--- config.mk ---
export PLATFORM = sky130hd
export DESIGN_NAME = lvt_tick_timer
export DESIGN_NICKNAME = d
export VERILOG_FILES = /design/src/rtl/lvt_tick_pkg.sv /design/src/rtl/lvt_tick_regs.sv /design/src/rtl/lvt_tick_counter.sv /design/src/rtl/lvt_tick_timer.sv
export SDC_FILE = /design/constraint.sdc
export NUM_CORES = 1
export LEC_CHECK = 0
export BUFFER_PORTS_ARGS = -buffer_cell sky130_fd_sc_hd__buf_2
export CORE_MARGIN = 5
export CORE_UTILIZATION = 60
export CTS_CLUSTER_DIAMETER = 50
export DETAILED_ROUTE_END_ITERATION = 12
export GPL_TIMING_DRIVEN = 0
export PLACE_DENSITY = 0.81
export SYNTH_ARGS = -nofsm -noshare
export SYNTH_HDL_FRONTEND = slang
export SYNTH_HIERARCHICAL = 1
export SYNTH_SLANG_ARGS = --single-unit
--- constraint.sdc ---
create_clock -name clk -period 6 [get_ports clk]
set_clock_uncertainty 0.2 [all_clocks]
set_input_delay 1.2 -clock clk [delete_from_list [all_inputs] [get_ports clk]]
set_output_delay 1.2 -clock clk [all_outputs]
set_load 0.005 [all_outputs]
--- src/rtl/lvt_tick_pkg.sv ---
// Shared constants and widths for the local countdown timer.
package lvt_tick_pkg;
    localparam int unsigned DATA_W  = 32;
    localparam int unsigned ADDR_W  = 12;
    localparam int unsigned LINE_W  = 4;
    localparam int unsigned MASK_BIT = 16;
    localparam int unsigned REPEAT_BIT = 17;
    localparam logic [ADDR_W-1:0] OFS_CTRL  = 12'h320;
    localparam logic [ADDR_W-1:0] OFS_START = 12'h380;
    localparam logic [ADDR_W-1:0] OFS_LIVE  = 12'h390;
endpackage

--- src/rtl/lvt_tick_regs.sv ---
// Register file for the timer: the control entry and the start count, plus
// the read mux. Assumes single-cycle writes and a combinational read path.
module lvt_tick_regs
    import lvt_tick_pkg::*;
#(
    parameter int unsigned CNT_W = DATA_W
) (
    input  logic              clk,
    input  logic              rst_n,
    input  logic              bus_wr,
    input  logic [ADDR_W-1:0] bus_addr,
    input  logic [DATA_W-1:0] bus_wdata,
    input  logic [CNT_W-1:0]  live_cnt,
    output logic [DATA_W-1:0] bus_rdata,
    output logic [CNT_W-1:0]  start_cnt,
    output logic              load_stb,
    output logic [LINE_W-1:0] line_sel,
    output logic              masked,
    output logic              repeat_mode
);
    assign load_stb = bus_wr && (bus_addr == OFS_START);

    // Control entry: line number, mask (set at reset) and mode bit.
    always_ff @(posedge clk) begin
        if (!rst_n) begin
            line_sel    <= '0;
            masked      <= 1'b1;
            repeat_mode <= 1'b0;
        end else if (bus_wr && bus_addr == OFS_CTRL) begin
            line_sel    <= bus_wdata[LINE_W-1:0];
            masked      <= bus_wdata[MASK_BIT];
            repeat_mode <= bus_wdata[REPEAT_BIT];
        end
    end

    // Start count register, written by software at the start offset.
    always_ff @(posedge clk) begin
        if (!rst_n)        start_cnt <= '0;
        else if (load_stb) start_cnt <= bus_wdata[CNT_W-1:0];
    end

    // Read mux; unmapped offsets return zero.
    always_comb begin
        bus_rdata = '0;
        unique case (bus_addr)
            OFS_CTRL: begin
                bus_rdata[LINE_W-1:0] = line_sel;
                bus_rdata[MASK_BIT]   = masked;
                bus_rdata[REPEAT_BIT] = repeat_mode;
            end
            OFS_START: bus_rdata[CNT_W-1:0] = start_cnt;
            OFS_LIVE:  bus_rdata[CNT_W-1:0] = live_cnt;
            default:   bus_rdata = '0;
        endcase
    end


    live_write_ignored_chk: assert property (@(posedge clk) disable iff (!rst_n)
        (bus_wr && bus_addr == OFS_LIVE) |=> $stable(start_cnt));
endmodule

--- src/rtl/lvt_tick_counter.sv ---
// Down counter with one-shot and repeat modes. It loads on a start write,
// decrements while both counts are non-zero and emits a registered pulse in
// the cycle that follows the expiring edge.
module lvt_tick_counter #(
    parameter int unsigned CNT_W = 32
) (
    input  logic             clk,
    input  logic             rst_n,
    input  logic             load_stb,
    input  logic [CNT_W-1:0] load_val,
    input  logic [CNT_W-1:0] start_cnt,
    input  logic             repeat_mode,
    output logic [CNT_W-1:0] live_cnt,
    output logic             expire_pulse
);
    localparam logic [CNT_W-1:0] ONE = CNT_W'(1);

    logic running;
    logic at_end;
    assign running = (live_cnt != '0) && (start_cnt != '0);
    assign at_end  = running && (live_cnt == ONE);

    // Live count: load, reload on expiry in repeat mode, or decrement.
    always_ff @(posedge clk) begin
        if (!rst_n)                      live_cnt <= '0;
        else if (load_stb)               live_cnt <= load_val;
        else if (at_end && repeat_mode)  live_cnt <= start_cnt;
        else if (running)                live_cnt <= live_cnt - ONE;
    end

    // Expiry pulse, suppressed when a start write overrides the edge.
    always_ff @(posedge clk) begin
        if (!rst_n) expire_pulse <= 1'b0;
        else        expire_pulse <= at_end && !load_stb;
    end


    cnt_step_chk: assert property (@(posedge clk) disable iff (!rst_n)
        (live_cnt > ONE && start_cnt != '0 && !load_stb) |=> live_cnt == $past(live_cnt) - ONE);

    cnt_bound_chk: assert property (@(posedge clk) disable iff (!rst_n)
        live_cnt <= start_cnt);

    oneshot_hold_chk: assert property (@(posedge clk) disable iff (!rst_n)
        (!repeat_mode && live_cnt == '0 && !load_stb) |=> (live_cnt == '0 && !expire_pulse));

    pulse_single_chk: assert property (@(posedge clk) disable iff (!rst_n)
        (expire_pulse && start_cnt != ONE) |=> !expire_pulse);

    stopped_zero_chk: assert property (@(posedge clk) disable iff (!rst_n)
        (start_cnt == '0) |-> (live_cnt == '0));
endmodule

--- src/rtl/lvt_tick_timer.sv ---
// Top of the local countdown timer: register file, counter and the mask
// gate toward the interrupt controller. Assumes the companion controller
// takes a one-cycle request strobe together with a line number.
module lvt_tick_timer
    import lvt_tick_pkg::*;
(
    input  logic              clk,
    input  logic              rst_n,
    input  logic              bus_wr,
    input  logic [ADDR_W-1:0] bus_addr,
    input  logic [DATA_W-1:0] bus_wdata,
    output logic [DATA_W-1:0] bus_rdata,
    output logic              expire_pulse,
    output logic              irq_req,
    output logic [LINE_W-1:0] irq_line
);
    localparam int unsigned CNT_W = DATA_W;

    logic [CNT_W-1:0] start_cnt;
    logic [CNT_W-1:0] live_cnt;
    logic             load_stb;
    logic             masked;
    logic             repeat_mode;

    lvt_tick_regs #(.CNT_W(CNT_W)) u_regs (
        .clk(clk), .rst_n(rst_n), .bus_wr(bus_wr), .bus_addr(bus_addr),
        .bus_wdata(bus_wdata), .live_cnt(live_cnt), .bus_rdata(bus_rdata),
        .start_cnt(start_cnt), .load_stb(load_stb), .line_sel(irq_line),
        .masked(masked), .repeat_mode(repeat_mode)
    );

    lvt_tick_counter #(.CNT_W(CNT_W)) u_counter (
        .clk(clk), .rst_n(rst_n), .load_stb(load_stb),
        .load_val(bus_wdata[CNT_W-1:0]), .start_cnt(start_cnt),
        .repeat_mode(repeat_mode), .live_cnt(live_cnt),
        .expire_pulse(expire_pulse)
    );

    // Mask gate: only unmasked expiries reach the controller.
    assign irq_req = expire_pulse && !masked;


    req_needs_pulse_chk: assert property (@(posedge clk) disable iff (!rst_n)
        irq_req |-> expire_pulse);

    mask_blocks_req_chk: assert property (@(posedge clk) disable iff (!rst_n)
        (bus_rdata[MASK_BIT] && bus_addr == OFS_CTRL) |-> !irq_req);
endmodule

==> results.sh <==
export IMPL_regArea_um2=1420
export IMPL_worst_slack_ns=1.25
export IMPL_drt_first_pass_iters=5
export IMPL_num_io_pins=85
export IMPL_startpoint_type="input pin"
export IMPL_pwr_share_clk_pct=45.0
export IMPL_holdPathStages=2
export IMPL_crit_path_frequent_cell="clkbuf_1"
export IMPL_cp_end_kind="register"
export IMPL_cp_top_family="buffers and inverters"
export IMPL_rows=31
export IMPL_dr_wl_met2_um=7200
export IMPL_clk_path_buf_depth=2
export IMPL_antenna_found_initial=0
export IMPL_stdcell_count=756
export IMPL_top_layer="met4"
export IMPL_worstSetupPathDepth=11
export IMPL_hold_violations=0
export IMPL_syn_cell_area_um2=4500
export IMPL_seqPwrFrac_pct=48.6
export IMPL_place_ws_ns=0.982
export IMPL_cts_buffers_inserted=9
export IMPL_clockRootBuffer="clkbuf_8"
export IMPL_wl_met3_um=1710
export IMPL_io_buffers=83
export IMPL_routed_via_count=4845
export IMPL_drv_cap=0
export IMPL_start_util_pct=61.8
export IMPL_dieArea_um2=9340
export IMPL_grt_start_max_net_pins=13
export IMPL_grt_pass1_vias=4591
export IMPL_finalSetupTns_ns=0
export IMPL_cts_hold_fix_buffers=0
export IMPL_synth_area_top_cells="dfxtp_1, mux2i_1, nand2_1"
export IMPL_grt_first_pass_wirelength_um=24300
export IMPL_area_delta_synth_final_pct=16.9
export IMPL_ys_warn_count=6
export IMPL_r2r_start="u_counter/live_cnt[13]$_SDFFE_PN0P_"
export IMPL_totalWireLength_um=15400
export IMPL_critPathBufInv=6
export IMPL_antenna_cells=0
export IMPL_grt_overflow_total=0
export IMPL_cts_resized=0
export IMPL_synth_cell_types=61
export IMPL_status="complete, no violations"
export IMPL_power_density_nw_per_um2=184
export IMPL_synth_top_area_share_pct=31.6
export IMPL_chipHeight_um=96.6
export IMPL_yosys_register_bits=71
export IMPL_whs_ns=0.277
export IMPL_post_cts_setup_buffer_count=0
export IMPL_multi_input_area_um2=2860
export IMPL_die_x_um=96.6
export IMPL_switching_power_mw=0.229
export IMPL_slowest_stage="nor4_4"
export IMPL_yosys_top_cells_count="nand2_1, dfxtp_1, mux2i_1, nor2_1, nor3_1"
export IMPL_ant_nets=0
export IMPL_cp_arrival_ns=4.84
export IMPL_min_path_type="register to register"
export IMPL_comb_power_share_pct=6.5
export IMPL_grtUsageTotal_pct=31.8
export IMPL_maxSlewHeadroom_pct=26.4
export IMPL_drtIter0Drc=575
export IMPL_final_nets=701
export IMPL_clkTransAtPathRegs_ns=0.08
export IMPL_hpwl_um=11000
export IMPL_yosysSeqAreaShare_pct=31.6
export IMPL_drive_above_1_share_pct=20.2
export IMPL_dp_cells=740
export IMPL_rr_worst_depth=8
export IMPL_period_minus_slack_ns=4.75
export IMPL_wl_met1_um=5950
export IMPL_drv_slew=0
export IMPL_worst_path_largest_cell_delay_ns=0.62
export IMPL_fillCellCount=615
export IMPL_htree_levels=3
export IMPL_yosysMostFrequentCell="nand2_1"
export IMPL_crit_chain="buf_2, or4_1, buf_2, nor4_4, buf_6, clkbuf_1, clkbuf_1, clkbuf_1, nand2_1, o41ai_1, and2_1"
export IMPL_hold_path_startpoint="u_regs/line_sel[1]$_SDFFE_PN0P_"
export IMPL_cp_required_ns=6.09
export IMPL_tightestPinTransition_ns=1.09
export IMPL_cp_startpoint="bus_addr[11]"
export IMPL_worstPathMaxFanout=11
export IMPL_peakVddDrop_mv=0.187
export IMPL_min_period_over_period_pct=79.2
export IMPL_post_synth_top_area_cell="dfxtp_1"
export IMPL_swShare_pct=23.7
export IMPL_cts_tree="yes"
export IMPL_synth_edf_count=0
export IMPL_p_leak_nw=2.10
export IMPL_globalplace_congestion=0.972
export IMPL_clk_latency_ns=0.35
export IMPL_async_flop_share_pct=0
export IMPL_internal_power_mw=0.740
export IMPL_core_area_um2=7290
export IMPL_synth_net_count=607
export IMPL_synthCells=558
export IMPL_synth_avg_cell_area_um2=8.07
export IMPL_vias_per_cell=6.41
export IMPL_cts_sinks=71
export IMPL_synth_flop_cell="dfxtp_1"
export IMPL_finalSetupViolCount=0
export IMPL_rsz0062_at_grt="no"
export IMPL_route_detailed_drc=0
export IMPL_max_freq_ghz=0.210
export IMPL_post_drt_wl_per_cell_um=20.3
export IMPL_crit_type="input pin to register"
## worst paths after layout
kind,to,slack (ns)
hold / removal,u_regs/line_sel[1]$_SDFFE_PN0P_,0.28
setup reg to reg,u_counter/live_cnt[31]$_SDFFE_PN0P_,1.71
setup / recovery,u_counter/live_cnt[7]$_SDFFE_PN0P_,1.25
hold reg to reg,u_regs/line_sel[1]$_SDFFE_PN0P_,0.28
## through the flow
step           util, %  total power [mW]  instance area [um^2]
2_1_floorplan        -             0.511                  4500
3_3_place_gp      69.1             0.541                  5040
3_5_place_dp      69.1             0.543                  5040
4_1_cts           72.2             0.972                  5270
5_1_grt           72.2              1.00                  5270
6_report          72.2             0.969                  5270
## power groups by stage
stage	sequential (mW)	combinational, mW	clock, mW
5_1_grt	0.471	0.0668	0.464
4_1_cts	0.471	0.0608	0.440
2_1_floorplan	0.482	0.0295	0
3_5_place_dp	0.482	0.0605	0
3_3_place_gp	0.482	0.0592	0
6_report	0.471	0.0625	0.436
## metal layers
| metal | vias to the layer above | global-route usage [%] |
|---|---|---|
| met5 | - | 0 |
| met4 | 0 | 11.0 |
| met3 | 55 | 9.21 |
| met2 | 301 | 51.1 |
| met1 | 2260 | 40.8 |
| li1 | 2229 | - |
## flip-flops by register name (all words and copies together) (netlist names)
signal and cells:
u_regs/start_cnt 32, u_counter/expire_pulse 1, u_regs/line_sel 4, u_regs/repeat_mode 1, u_counter/live_cnt 32, u_regs/masked 1
## cell type report
type / instances / share of cell area (%)
multi-input combinational: 444 / 54.3
sequential: 71 / 27.0
timing repair buffer: 83 / 7.89
buffer: 37 / 3.78
clock buffer: 11 / 2.69
tap: 99 / 2.35
clock inverter: 5 / 1.54
inverter: 6 / 0.428
## worst min-delay path, delay by kind of cell, from the launching register on
family,cells,cell delay [ns]
multiplexers,1,0.05
AND/OR/NAND/NOR,1,0.05
flip-flops,1,0.33
## cells by family after synthesis
logic type | count (synthesis) | synth area share [%]
AOI/OAI and AO/OA | 100 | 15.4
xor gates and xnor gates | 8 | 1.56
adders and majority gates | 2 | 0.556
buffers and inverters | 43 | 4.92
DFF | 71 | 31.6
muxes | 74 | 16.6
and+or+nand+nor | 260 | 29.4
## layout by cell type (no fill, tap or decap), drive strengths merged, types with 10 or more instances in the layout
master / n
a21oi: 25
buf: 100
clkbuf: 31
dfxtp: 71
mux2i: 68
nand2: 94
nand2b: 10
nand3: 11
nor2: 53
nor3: 29
nor4: 16
o21ai: 19
(Power assumes the default switching activity.)
